File: src/rtl/tod_pkg.sv
// Shared constants for the time-of-day counter: register addresses
// and the fixed layout widths. Assumes a 32-bit write data bus.
package tod_pkg;
    localparam int ADDR_W    = 3;
    localparam int DATA_W    = 32;
    localparam int FRAC_W    = 24;   // fixed by the split fraction layout
    localparam int ADJ_SIGN  = 31;

    typedef enum logic [ADDR_W-1:0] {
        A_NS       = 3'd0,
        A_SEC_HI   = 3'd1,
        A_SEC_LO   = 3'd2,
        A_FRAC     = 3'd3,
        A_WHOLE    = 3'd4,
        A_ADJUST   = 3'd5
    } tod_addr_e;
endpackage

File: src/rtl/tod_incr_regs.sv
// Step registers: holds a fraction write in a staging register and
// installs it, together with the whole-ns part, only on a whole-ns write.
// Assumes wr_frac and wr_whole are never high in the same cycle.
module tod_incr_regs
    import tod_pkg::*;
#(
    parameter int INC_NS_W = 8
) (
    input  logic                clk,
    input  logic                rst_n,
    input  logic                wr_frac,
    input  logic                wr_whole,
    input  logic [DATA_W-1:0]   wr_data,
    output logic [INC_NS_W-1:0] inc_ns,
    output logic [FRAC_W-1:0]   inc_frac
);
    logic [FRAC_W-1:0] pend_frac;
    logic [FRAC_W-1:0] frac_unpacked;
    logic              bits_unused;

    // Reorder the split register layout into a contiguous fraction.
    assign frac_unpacked = {wr_data[15:0], wr_data[31:24]};
    assign bits_unused   = ^wr_data[23:16];

    // Stage the fraction; commit both parts on a whole-ns write.
    always_ff @(posedge clk) begin
        if (!rst_n) begin
            pend_frac <= '0;
            inc_frac  <= '0;
            inc_ns    <= '0;
        end else begin
            if (wr_frac)
                pend_frac <= frac_unpacked;
            if (wr_whole) begin
                inc_frac <= pend_frac;
                inc_ns   <= wr_data[INC_NS_W-1:0];
            end
        end
    end

    // a staged fraction alone never alters the active step.
    a_r5_staged_hold: assert property (@(posedge clk) disable iff (!rst_n)
        (wr_frac && !wr_whole) |=> ($stable(inc_frac) && $stable(inc_ns)));
endmodule

File: src/rtl/tod_write_stage.sv
// Write staging: keeps the seconds-high value until the low word arrives,
// and turns an adjust write into a one-cycle pending offset.
// Assumes at most one adjust write in flight.
module tod_write_stage
    import tod_pkg::*;
#(
    parameter int SEC_HI_W  = 16,
    parameter int ADJ_MAG_W = 30
) (
    input  logic                 clk,
    input  logic                 rst_n,
    input  logic                 wr_hi,
    input  logic                 wr_adj,
    input  logic [DATA_W-1:0]    wr_data,
    output logic [SEC_HI_W-1:0]  hi_stage,
    output logic                 adj_valid,
    output logic                 adj_neg,
    output logic [ADJ_MAG_W-1:0] adj_mag
);
    // Capture staged seconds-high and the pending adjust.
    always_ff @(posedge clk) begin
        if (!rst_n) begin
            hi_stage  <= '0;
            adj_valid <= 1'b0;
            adj_neg   <= 1'b0;
            adj_mag   <= '0;
        end else begin
            if (wr_hi)
                hi_stage <= wr_data[SEC_HI_W-1:0];
            adj_valid <= wr_adj;
            if (wr_adj) begin
                adj_neg <= wr_data[ADJ_SIGN];
                adj_mag <= wr_data[ADJ_MAG_W-1:0];
            end
        end
    end

    // no second adjust while one is pending.
    a_r11_one_adjust: assert property (@(posedge clk) disable iff (!rst_n)
        adj_valid |-> !wr_adj);
    // the pending offset lives for exactly one tick.
    a_r11_single_tick: assert property (@(posedge clk) disable iff (!rst_n)
        adj_valid |=> !adj_valid);
endmodule

File: src/rtl/tod_time_core.sv
// Time core: fraction accumulator, nanoseconds with one-second wrap,
// signed one-shot offset, and the seconds counter with carry and borrow.
// Assumes loaded ns and offset magnitudes are below NS_PER_SEC.
module tod_time_core
    import tod_pkg::*;
#(
    parameter int NS_W       = 30,
    parameter int SEC_W      = 48,
    parameter int INC_NS_W   = 8,
    parameter int NS_PER_SEC = 1000000000
) (
    input  logic                clk,
    input  logic                rst_n,
    input  logic [INC_NS_W-1:0] inc_ns,
    input  logic [FRAC_W-1:0]   inc_frac,
    input  logic                adj_valid,
    input  logic                adj_neg,
    input  logic [NS_W-1:0]     adj_mag,
    input  logic                ld_ns,
    input  logic [NS_W-1:0]     ld_ns_val,
    input  logic                ld_sec,
    input  logic [SEC_W-1:0]    ld_sec_val,
    output logic [NS_W-1:0]     ns_q,
    output logic [SEC_W-1:0]    sec_q
);
    localparam int SW = NS_W + 4;
    localparam logic [SW-1:0] ONE_SEC = SW'(NS_PER_SEC);

    logic [FRAC_W-1:0] acc_q;
    logic [FRAC_W:0]   acc_sum;
    logic [SW-1:0]     t_step, t_adj, t_sum, t_fix;
    logic              borrow, carry;
    logic              hi_unused;

    // Fraction sum and whole step including the fraction carry.
    always_comb begin
        acc_sum = {1'b0, acc_q} + {1'b0, inc_frac};
        t_step  = SW'(inc_ns) + SW'(acc_sum[FRAC_W]);
        t_adj   = '0;
        if (adj_valid)
            t_adj = adj_neg ? (SW'(0) - SW'(adj_mag)) : SW'(adj_mag);
        t_sum   = SW'(ns_q) + t_step + t_adj;
    end

    // Fold the raw sum back into one second, noting carry or borrow.
    always_comb begin
        borrow = t_sum[SW-1];
        carry  = !borrow && (t_sum >= ONE_SEC);
        if (borrow)
            t_fix = t_sum + ONE_SEC;
        else if (carry)
            t_fix = t_sum - ONE_SEC;
        else
            t_fix = t_sum;
    end

    assign hi_unused = ^t_fix[SW-1:NS_W];

    // Advance the time; software loads take priority per field.
    always_ff @(posedge clk) begin
        if (!rst_n) begin
            acc_q <= '0;
            ns_q  <= '0;
            sec_q <= '0;
        end else begin
            acc_q <= acc_sum[FRAC_W-1:0];
            ns_q  <= ld_ns ? ld_ns_val : t_fix[NS_W-1:0];
            if (ld_sec)
                sec_q <= ld_sec_val;
            else if (carry)
                sec_q <= sec_q + SEC_W'(1);
            else if (borrow)
                sec_q <= sec_q - SEC_W'(1);
        end
    end

    // nanoseconds stay inside one second.
    a_r8_ns_range: assert property (@(posedge clk) disable iff (!rst_n)
        ns_q < NS_W'(NS_PER_SEC));
    // a nanoseconds load lands on that edge.
    a_r7_ns_load: assert property (@(posedge clk) disable iff (!rst_n)
        ld_ns |=> ns_q == $past(ld_ns_val));
    // the seconds low write installs the full seconds value.
    a_r6_sec_load: assert property (@(posedge clk) disable iff (!rst_n)
        ld_sec |=> sec_q == $past(ld_sec_val));
    // zero step and no activity keeps time frozen.
    a_r1_hold: assert property (@(posedge clk) disable iff (!rst_n)
        (inc_ns == '0 && inc_frac == '0 && !adj_valid && !ld_ns && !ld_sec)
        |=> ($stable(ns_q) && $stable(sec_q)));
endmodule

File: src/rtl/tod_counter.sv
// Top of the time-of-day counter: decodes register writes and wires the
// step registers, write staging and time core together.
// Assumes one write per cycle and legal values (ns and offsets < 1 s).
module tod_counter
    import tod_pkg::*;
#(
    parameter int NS_W       = 30,
    parameter int SEC_HI_W   = 16,
    parameter int SEC_LO_W   = 32,
    parameter int INC_NS_W   = 8,
    parameter int NS_PER_SEC = 1000000000,
    localparam int SEC_W     = SEC_HI_W + SEC_LO_W
) (
    input  logic              clk,
    input  logic              rst_n,
    input  logic              wr_en,
    input  logic [ADDR_W-1:0] wr_addr,
    input  logic [DATA_W-1:0] wr_data,
    output logic [SEC_W-1:0]  sec_o,
    output logic [NS_W-1:0]   ns_o
);
    logic wr_ns, wr_hi, wr_lo, wr_frac, wr_whole, wr_adj;
    logic [INC_NS_W-1:0] inc_ns;
    logic [FRAC_W-1:0]   inc_frac;
    logic [SEC_HI_W-1:0] hi_stage;
    logic                adj_valid, adj_neg;
    logic [NS_W-1:0]     adj_mag;
    logic                data_unused;

    // Address decode of the single write strobe.
    always_comb begin
        wr_ns    = wr_en && (wr_addr == A_NS);
        wr_hi    = wr_en && (wr_addr == A_SEC_HI);
        wr_lo    = wr_en && (wr_addr == A_SEC_LO);
        wr_frac  = wr_en && (wr_addr == A_FRAC);
        wr_whole = wr_en && (wr_addr == A_WHOLE);
        wr_adj   = wr_en && (wr_addr == A_ADJUST);
    end

    assign data_unused = wr_data[ADJ_SIGN-1];

    tod_incr_regs #(.INC_NS_W(INC_NS_W)) u_incr (
        .clk      (clk),
        .rst_n    (rst_n),
        .wr_frac  (wr_frac),
        .wr_whole (wr_whole),
        .wr_data  (wr_data),
        .inc_ns   (inc_ns),
        .inc_frac (inc_frac)
    );

    tod_write_stage #(.SEC_HI_W(SEC_HI_W), .ADJ_MAG_W(NS_W)) u_stage (
        .clk       (clk),
        .rst_n     (rst_n),
        .wr_hi     (wr_hi),
        .wr_adj    (wr_adj),
        .wr_data   (wr_data),
        .hi_stage  (hi_stage),
        .adj_valid (adj_valid),
        .adj_neg   (adj_neg),
        .adj_mag   (adj_mag)
    );

    tod_time_core #(
        .NS_W       (NS_W),
        .SEC_W      (SEC_W),
        .INC_NS_W   (INC_NS_W),
        .NS_PER_SEC (NS_PER_SEC)
    ) u_core (
        .clk        (clk),
        .rst_n      (rst_n),
        .inc_ns     (inc_ns),
        .inc_frac   (inc_frac),
        .adj_valid  (adj_valid),
        .adj_neg    (adj_neg),
        .adj_mag    (adj_mag),
        .ld_ns      (wr_ns),
        .ld_ns_val  (wr_data[NS_W-1:0]),
        .ld_sec     (wr_lo),
        .ld_sec_val ({hi_stage, wr_data[SEC_LO_W-1:0]}),
        .ns_q       (ns_o),
        .sec_q      (sec_o)
    );
endmodule

File: config.mk
export PLATFORM = sky130hd
export DESIGN_NAME = tod_counter
export DESIGN_NICKNAME = d
export VERILOG_FILES = /design/src/rtl/tod_pkg.sv /design/src/rtl/tod_incr_regs.sv /design/src/rtl/tod_write_stage.sv /design/src/rtl/tod_time_core.sv /design/src/rtl/tod_counter.sv
export SDC_FILE = /design/constraint.sdc
export NUM_CORES = 1
export LEC_CHECK = 0
export CAP_MARGIN = 20
export CORE_UTILIZATION = 50
export DETAILED_ROUTE_END_ITERATION = 12
export DONT_BUFFER_PORTS = 1
export SKIP_CTS_REPAIR_TIMING = 1
export SLEW_MARGIN = 20
export SYNTH_ARGS = -nofsm -noshare
export SYNTH_HDL_FRONTEND = slang
export SYNTH_SLANG_ARGS = --single-unit
File: constraint.sdc
create_clock -name clk -period 14.39 [get_ports clk]
set_input_delay 2.878 -clock clk [delete_from_list [all_inputs] [get_ports clk]]
set_output_delay 2.878 -clock clk [all_outputs]
set_load 0.02 [all_outputs]
==> results of run 1 <==
-- state kept, by name, indices dropped and copies added, names as in the netlist --
signal	count
u_core.ns_q	30
u_stage.hi_stage	16
u_incr.inc_ns	8
u_core.sec_q	48
u_stage.adj_valid	1
u_stage.adj_mag	30
u_core.acc_q	24
u_incr.pend_frac	24
u_incr.inc_frac	24
u_stage.adj_neg	1
-- Yosys cell counts, types with 7 or more instances --
| cell | number |
|---|---|
| nand2_1 | 384 |
| a21oi_1 | 221 |
| dfxtp_1 | 206 |
| ha_1 | 128 |
| nor2_1 | 119 |
| o21ai_0 | 100 |
| clkbuf_1 | 85 |
| xnor2_1 | 78 |
| a21o_1 | 51 |
| inv_1 | 49 |
| a31oi_1 | 48 |
| and2_1 | 42 |
| nand3_1 | 38 |
| nor3_1 | 37 |
| o31ai_1 | 30 |
| xor2_1 | 28 |
| a211oi_1 | 24 |
| or3_1 | 24 |
| o21a_1 | 23 |
| and3_1 | 21 |
| nand2b_1 | 17 |
| nor2b_1 | 15 |
| o21bai_1 | 15 |
| buf_2 | 13 |
| mux2i_1 | 13 |
| fa_1 | 12 |
| nand4_1 | 12 |
| a211o_1 | 9 |
| and4_1 | 9 |
| o211ai_1 | 9 |
| o21ai_1 | 8 |
| or2_2 | 8 |
| or4_1 | 8 |
| a221oi_1 | 7 |
-- cells in the final DEF, fill, tap and decap left out, drive strengths merged, types with 10 or more instances in the layout --
cell and n:
nand2 385, and3 22, nand4 12, o31ai 31, or3 24, nor2 119
xor2 28, and4 10, xnor2 80, nand2b 17, nand3 39, a21o 52
o21bai 15, o21a 24, a21oi 222, and2 43, nor3 39, mux2i 13
inv 50, dfxtp 206, a211oi 29, a31oi 48, nor2b 15, clkbuf 34
o21ai 111, ha 128, fa 12, o211ai 10
-- worst min-delay path by stage --
| stage | to | slack, ns | cells after the start |
|---|---|---|---|
| floorplan | u_stage.hi_stage[10] | 0.43 | 2 |
| global placement | u_stage.hi_stage[7] | 0.44 | 2 |
| detailed placement | u_incr.inc_frac[1] | 0.45 | 2 |
| CTS | u_incr.inc_frac[16] | 0.45 | 2 |
| global route | u_incr.inc_frac[16] | 0.46 | 2 |
| finish | u_incr.inc_frac[16] | 0.44 | 2 |
-- power by group --
part / switching [mW] / total (mW) / internal (mW)
Combinational: 0.126 / 0.219 / 0.0925
Clock: 0.274 / 0.727 / 0.453
Sequential: 0.0211 / 0.603 / 0.582
-- metrics by stage --
stage / std cells / cell area, um2 / utilization / setup slack, ns / power (mW)
after floorplan: 2039 / 15500 / - / 3.55 / 0.790
after global placement: 2332 / 15600 / 0.510 / 2.36 / 0.831
after detailed placement: 2332 / 15600 / 0.510 / 2.13 / 0.832
after CTS: 2379 / 16500 / 0.542 / 2.04 / 1.56
after global routing: 2379 / 16500 / 0.542 / 0.927 / 1.61
final: 2380 / 16500 / 0.542 / 1.97 / 1.55
-- area by class of cell --
class | count | area share
repair buffers | 6 | 0.00272
inverters | 50 | 0.0115
clock buffers | 34 | 0.0448
clock inverters | 13 | 0.0135
flip-flops and latches | 206 | 0.249
well taps | 396 | 0.0300
multi-input cells | 1674 | 0.648
diodes | 1 | 0.000151
-- cell families (layout without fill, tap and decap cells) --
| family | after synthesis | in the layout | synth area share |
|---|---|---|---|
| flops | 206 | 206 | 0.266 |
| fa+ha+maj | 140 | 140 | 0.119 |
| buf+inv | 159 | 103 | 0.0425 |
| mux | 15 | 15 | 0.00986 |
| xor+xnor | 108 | 108 | 0.0621 |
| other cells | 0 | 1 | 0 |
| simple gates | 762 | 762 | 0.228 |
| compound gates | 649 | 649 | 0.272 |
-- layer usage --
layer | share of wire | vias up
li1 | - | 7201
met1 | 0.45 | 6867
met2 | 0.45 | 410
met3 | 0.055 | 85
met4 | 0.038 | 0
met5 | 0 | -
-- worst reg2reg max path, delay by kind of cell, from the launching register on --
kind	cells	cell delay [ns]
buffers and inverters	1	0.04
adders and majority gates	6	2.20
DFF	1	0.31
AOI/OAI and AO/OA	23	5.23
and+or+nand+nor	8	3.50
xor gates and xnor gates	3	1.01
==> run_results.csv, run 1 <==
group,metric,value,unit
layout,layout.nets,2142,
sta,hold_viol_final,0,
worst_setup_path,arrival,12.89,ns
logic_synthesis,synth-seq-cells,206,
worst_setup_path,crit_path_end,"u_core.sec_q[47]",
worst_setup_path,path_delay_family,"compound AO/OA/AOI/OAI gates",
routing,first_pass_iters,6,
place,port_buffers,0,
power_and_ir_drop,p_per_area,93.6,nW/um2
clocking,clock-root-buffer,"clkbuf_16",
sta,fin_hold_ws,0.437,ns
run,maxCapViolations,0,
sta,rsz0062_at_grt,"no",
floorplanning,core,30500,um2
clocking,cts_tree,"built",
grt,grt-busiest-layer,"met2",
logic_synthesis,synth_top_area_share,0.266,
worst_setup_path,r2r_cells,41,
sta,clock_skew,0.0327,ns
worst_setup_path,r2r-end,"u_core.sec_q[47]",
place,gp_congestion,0.937,
routing,drt_iter0_markers,1044,
layout,seq_area,4120,um2
worst_setup_path,reg2reg_from,"u_incr.inc_frac[0]",
logic_synthesis,synth.area.top_cells,"dfxtp_1, ha_1, nand2_1, a21oi_1, xnor2_1",
routing,wl_per_cell,19.9,um
routing,totalWireLength,47300,um
sta,final.min_clock_period,12.42,ns
routing,detail-route-antenna-nets,0,
power_and_ir_drop,vdd_drop_max,86.0,uV
sta,setup_viol,0,
logic_synthesis,yosysTopAreaCell,"dfxtp_1",
hold_path,hp-class,"flop to flop",
routing,vias,14563,
logic_synthesis,syn_avg_cell_area,7.59,um2
layout,n_fill_cell,2970,
worst_setup_path,path_max_fanout,52,
routing,viasPerCell,6.12,
floorplanning,die_y,178,um
layout,drive_above_1_share,0.0545,
grt,antenna_found_initial,0,
worst_setup_path,worst_setup_path_start_kind,"flop",
status,status,"finished clean",
worst_setup_path,cp-startpoint,"u_incr.inc_frac[0]",
grt,grt_use_total,0.297,
grt,globalRouteMet2Util,0.480,
clocking,clk_pin_slew,0.06,ns
worst_setup_path,path_class,"flop to flop",
worst_setup_path,ff2ff_setup_slack,1.97,ns
clocking,cts_made_buffers,26,
sta,fin_setup_tns,0,ns
grt,grt_pass1_vias,13750,
clocking,clkLatencyLatePin,0.57,ns
logic_synthesis,synth_fp_nets,2217,
layout,multi_input_area,10700,um2
logic_synthesis,seq_area_frac_synth,0.266,
routing,post-route-drc-count,0,
worst_setup_path,cp_common_cell,"ha_1",
sta,fmax,80.5,MHz
floorplanning,dieArea,31700,um2
floorplanning,rows,64,
worst_setup_path,worst-path-stages,41,
floorplanning,boundaryPins,116,
clocking,cts.sinks,206,
logic_synthesis,ys_types,98,
worst_setup_path,crit_buf_inv,1,
logic_synthesis,synthesis.area,15500,um2
logic_synthesis,synth_cells,2039,
sta,max_slew.worst_pin.slew,1.08,ns
grt,met3_usage,0.0473,
grt,grt_max_degree,82,
logic_synthesis,synth_edf_count,0,
worst_setup_path,cp_data_required_time,14.86,ns
sta,slew_violations,0,
logic_synthesis,synthArstFlopShare,0,
floorplanning,start_util,0.507,
hold_path,min-delay-start,"u_incr.pend_frac[16]",
clocking,htreeDepth,1,
layout,area_growth,6.87,%
worst_setup_path,cp-end-kind,"flop",
sta,max_slew_margin,0.274,
power_and_ir_drop,p_leak,6.70,nW
sta,period_share,0.863,
worst_setup_path,slowest_delay,1.00,ns
clocking,clockBufferDepth,3,
grt,overflow,0,
logic_synthesis,yosys_warnings,0,
logic_synthesis,synth_top_flop_cell,"dfxtp_1",
grt,grt_pass1_wl,74700,um
worst_setup_path,crit_path_top_delay_cell,"nand2_2",
place,dp_hpwl,34700,um
floorplanning,die-width,178,um
grt,use_met1,0.397,
Note: power is estimated with default switching activity, not from simulation.
==> run 2, diff against run 1 <==
--- a/config.mk
+++ b/config.mk
@@ -6,6 +6,7 @@
 export NUM_CORES = 1
 export LEC_CHECK = 0
 export CAP_MARGIN = 20
+export CORE_ASPECT_RATIO = 0.6
 export CORE_UTILIZATION = 50
 export DETAILED_ROUTE_END_ITERATION = 12
 export DONT_BUFFER_PORTS = 1
==> run_results.csv, run 2 (same netlist as run 1, synthesis figures left out) <==
group,metric,value,unit
status,status,"finished clean",
sta,slew_violations,0,
layout,area_growth,5.96,%
place,gp_congestion,1.02,
layout,drive_above_1_share,0.0535,
worst_setup_path,cp-startpoint,"u_incr.inc_frac[0]",
place,port_buffers,0,
place,dp_hpwl,38700,um
hold_path,min-delay-start,"u_incr.pend_frac[6]",
worst_setup_path,slowest_delay,0.77,ns
floorplanning,start_util,0.513,
sta,rsz0062_at_grt,"no",
floorplanning,die_y,138,um
routing,drt_iter0_markers,1600,
routing,detail-route-antenna-nets,0,
worst_setup_path,path_class,"flop to flop",
worst_setup_path,arrival,13.46,ns
routing,viasPerCell,6.31,
worst_setup_path,cp_data_required_time,14.80,ns
grt,grt_pass1_vias,13371,
place,pre_cts_slack,1.60,ns
sta,period_share,0.907,
grt,grt_max_degree,82,
worst_setup_path,path_max_fanout,52,
clocking,cts_tree,"built",
clocking,cts.sinks,206,
sta,max_slew.worst_pin.slew,1.05,ns
sta,final.min_clock_period,13.06,ns
clocking,clkLatencyLatePin,0.57,ns
worst_setup_path,worst_setup_path_start_kind,"flop",
power_and_ir_drop,vdd_drop_max,84.2,uV
layout,n_fill_cell,2940,
worst_setup_path,cp-end-kind,"flop",
worst_setup_path,crit_path_top_delay_cell,"xnor2_1",
sta,hold_viol_final,0,
sta,max_slew_margin,0.301,
power_and_ir_drop,p_leak,6.62,nW
layout,largest_reg_flops,48,
layout,layout.nets,2142,
run,maxCapViolations,0,
routing,vias,15079,
sta,clock_skew,0.0286,ns
sta,fin_hold_ws,0.450,ns
sta,fin_setup_tns,0,ns
floorplanning,rows,49,
routing,first_pass_iters,6,
layout,final_common_cell,"nand2_1",
floorplanning,die-width,229,um
routing,wl_per_cell,22.1,um
power_and_ir_drop,p_per_area,89.1,nW/um2
layout,layout_common_cells,"nand2_1, a21oi_1, dfxtp_1",
clocking,clockBufferDepth,3,
layout,top_regs,"u_core.sec_q: 48 flops, u_core.ns_q: 30 flops, u_stage.adj_mag: 30 flops",
layout,largest_register,"u_core.sec_q",
floorplanning,boundaryPins,116,
grt,antenna_found_initial,7,
grt,grt_use_total,0.324,
clocking,htreeDepth,1,
grt,overflow,0,
sta,setup_viol,0,
worst_setup_path,cp_common_cell,"a21oi_1",
grt,grt_pass1_wl,80400,um
sta,fin_ws,1.33,ns
clocking,clk_pin_slew,0.07,ns
clocking,clock-root-buffer,"clkbuf_16",
clocking,cts_made_buffers,23,
hold_path,hp-class,"flop to flop",
sta,fmax,76.6,MHz
floorplanning,core,30200,um2
routing,post-route-drc-count,0,
worst_setup_path,reg2reg_from,"u_incr.inc_frac[0]",
floorplanning,dieArea,31700,um2
routing,totalWireLength,52800,um
==> run 2: changes by cell type in the layout (fill, tap and decap cells not counted), moves of 2 or more <==
| cell | delta |
|---|---|
| buf_4 | +3 |
| bufinv_16 | -3 |
| clkbuf_16 | -3 |
| clkinv_2 | +2 |
| clkinv_4 | -2 |
| clkinvlp_4 | +2 |
==> run 2: final timing paths <==
kind / to / slack (ns) / cells past startpoint
worst max-delay path: u_core.sec_q[46] / 1.33 / 43
worst min-delay path: u_incr.inc_frac[6] / 0.45 / 2
worst max register to register: u_core.sec_q[46] / 1.33 / 43
worst min register to register: u_incr.inc_frac[6] / 0.45 / 2
==> run 2: final cells by class <==
cell class / instances / area (um2) / share of cell area
antenna: 2 / 5.00 / 0.000305
clock buffer: 29 / 648 / 0.0395
clock inverter: 12 / 130 / 0.00793
inverter: 50 / 190 / 0.0116
multi-input combinational: 1674 / 10700 / 0.654
sequential: 206 / 4120 / 0.251
tap: 408 / 510 / 0.0311
timing repair buffer: 9 / 67.6 / 0.00412
==> run 2: critical path: cells and delay by family, from the launching register on <==
family                     cells  cell delay (ns)
AOI/OAI and AO/OA             26             6.59
xor gates and xnor gates       2             0.91
adders and majority gates      6             2.23
buffers and inverters          3             0.54
DFF                            1             0.32
and+or+nand+nor                6             2.26
==> run 2: power breakdown <==
part           total (mW)  internal [mW]  switching [mW]
clock               0.627          0.357           0.271
combinational       0.230         0.0930           0.137
sequential          0.604          0.582          0.0215
==> run 2: stage by stage <==
| stage | total power, mW | area (um2) | util | cells |
|---|---|---|---|---|
| finish | 1.46 | 16400 | 0.544 | 2390 |
| global placement | 0.836 | 15600 | 0.517 | 2347 |
| floorplan | 0.790 | 15500 | - | 2039 |
| CTS | 1.47 | 16400 | 0.543 | 2388 |
| global route | 1.52 | 16400 | 0.544 | 2388 |
| detailed placement | 0.837 | 15600 | 0.517 | 2347 |
==> run 2: routing by layer <==
layer,part of all wire,vias to the layer above,GRT usage
met4,0.024,2,0.0723
met5,0.00011,-,0
li1,-,7207,-
met1,0.49,7055,0.506
met3,0.12,75,0.114
met2,0.37,740,0.409
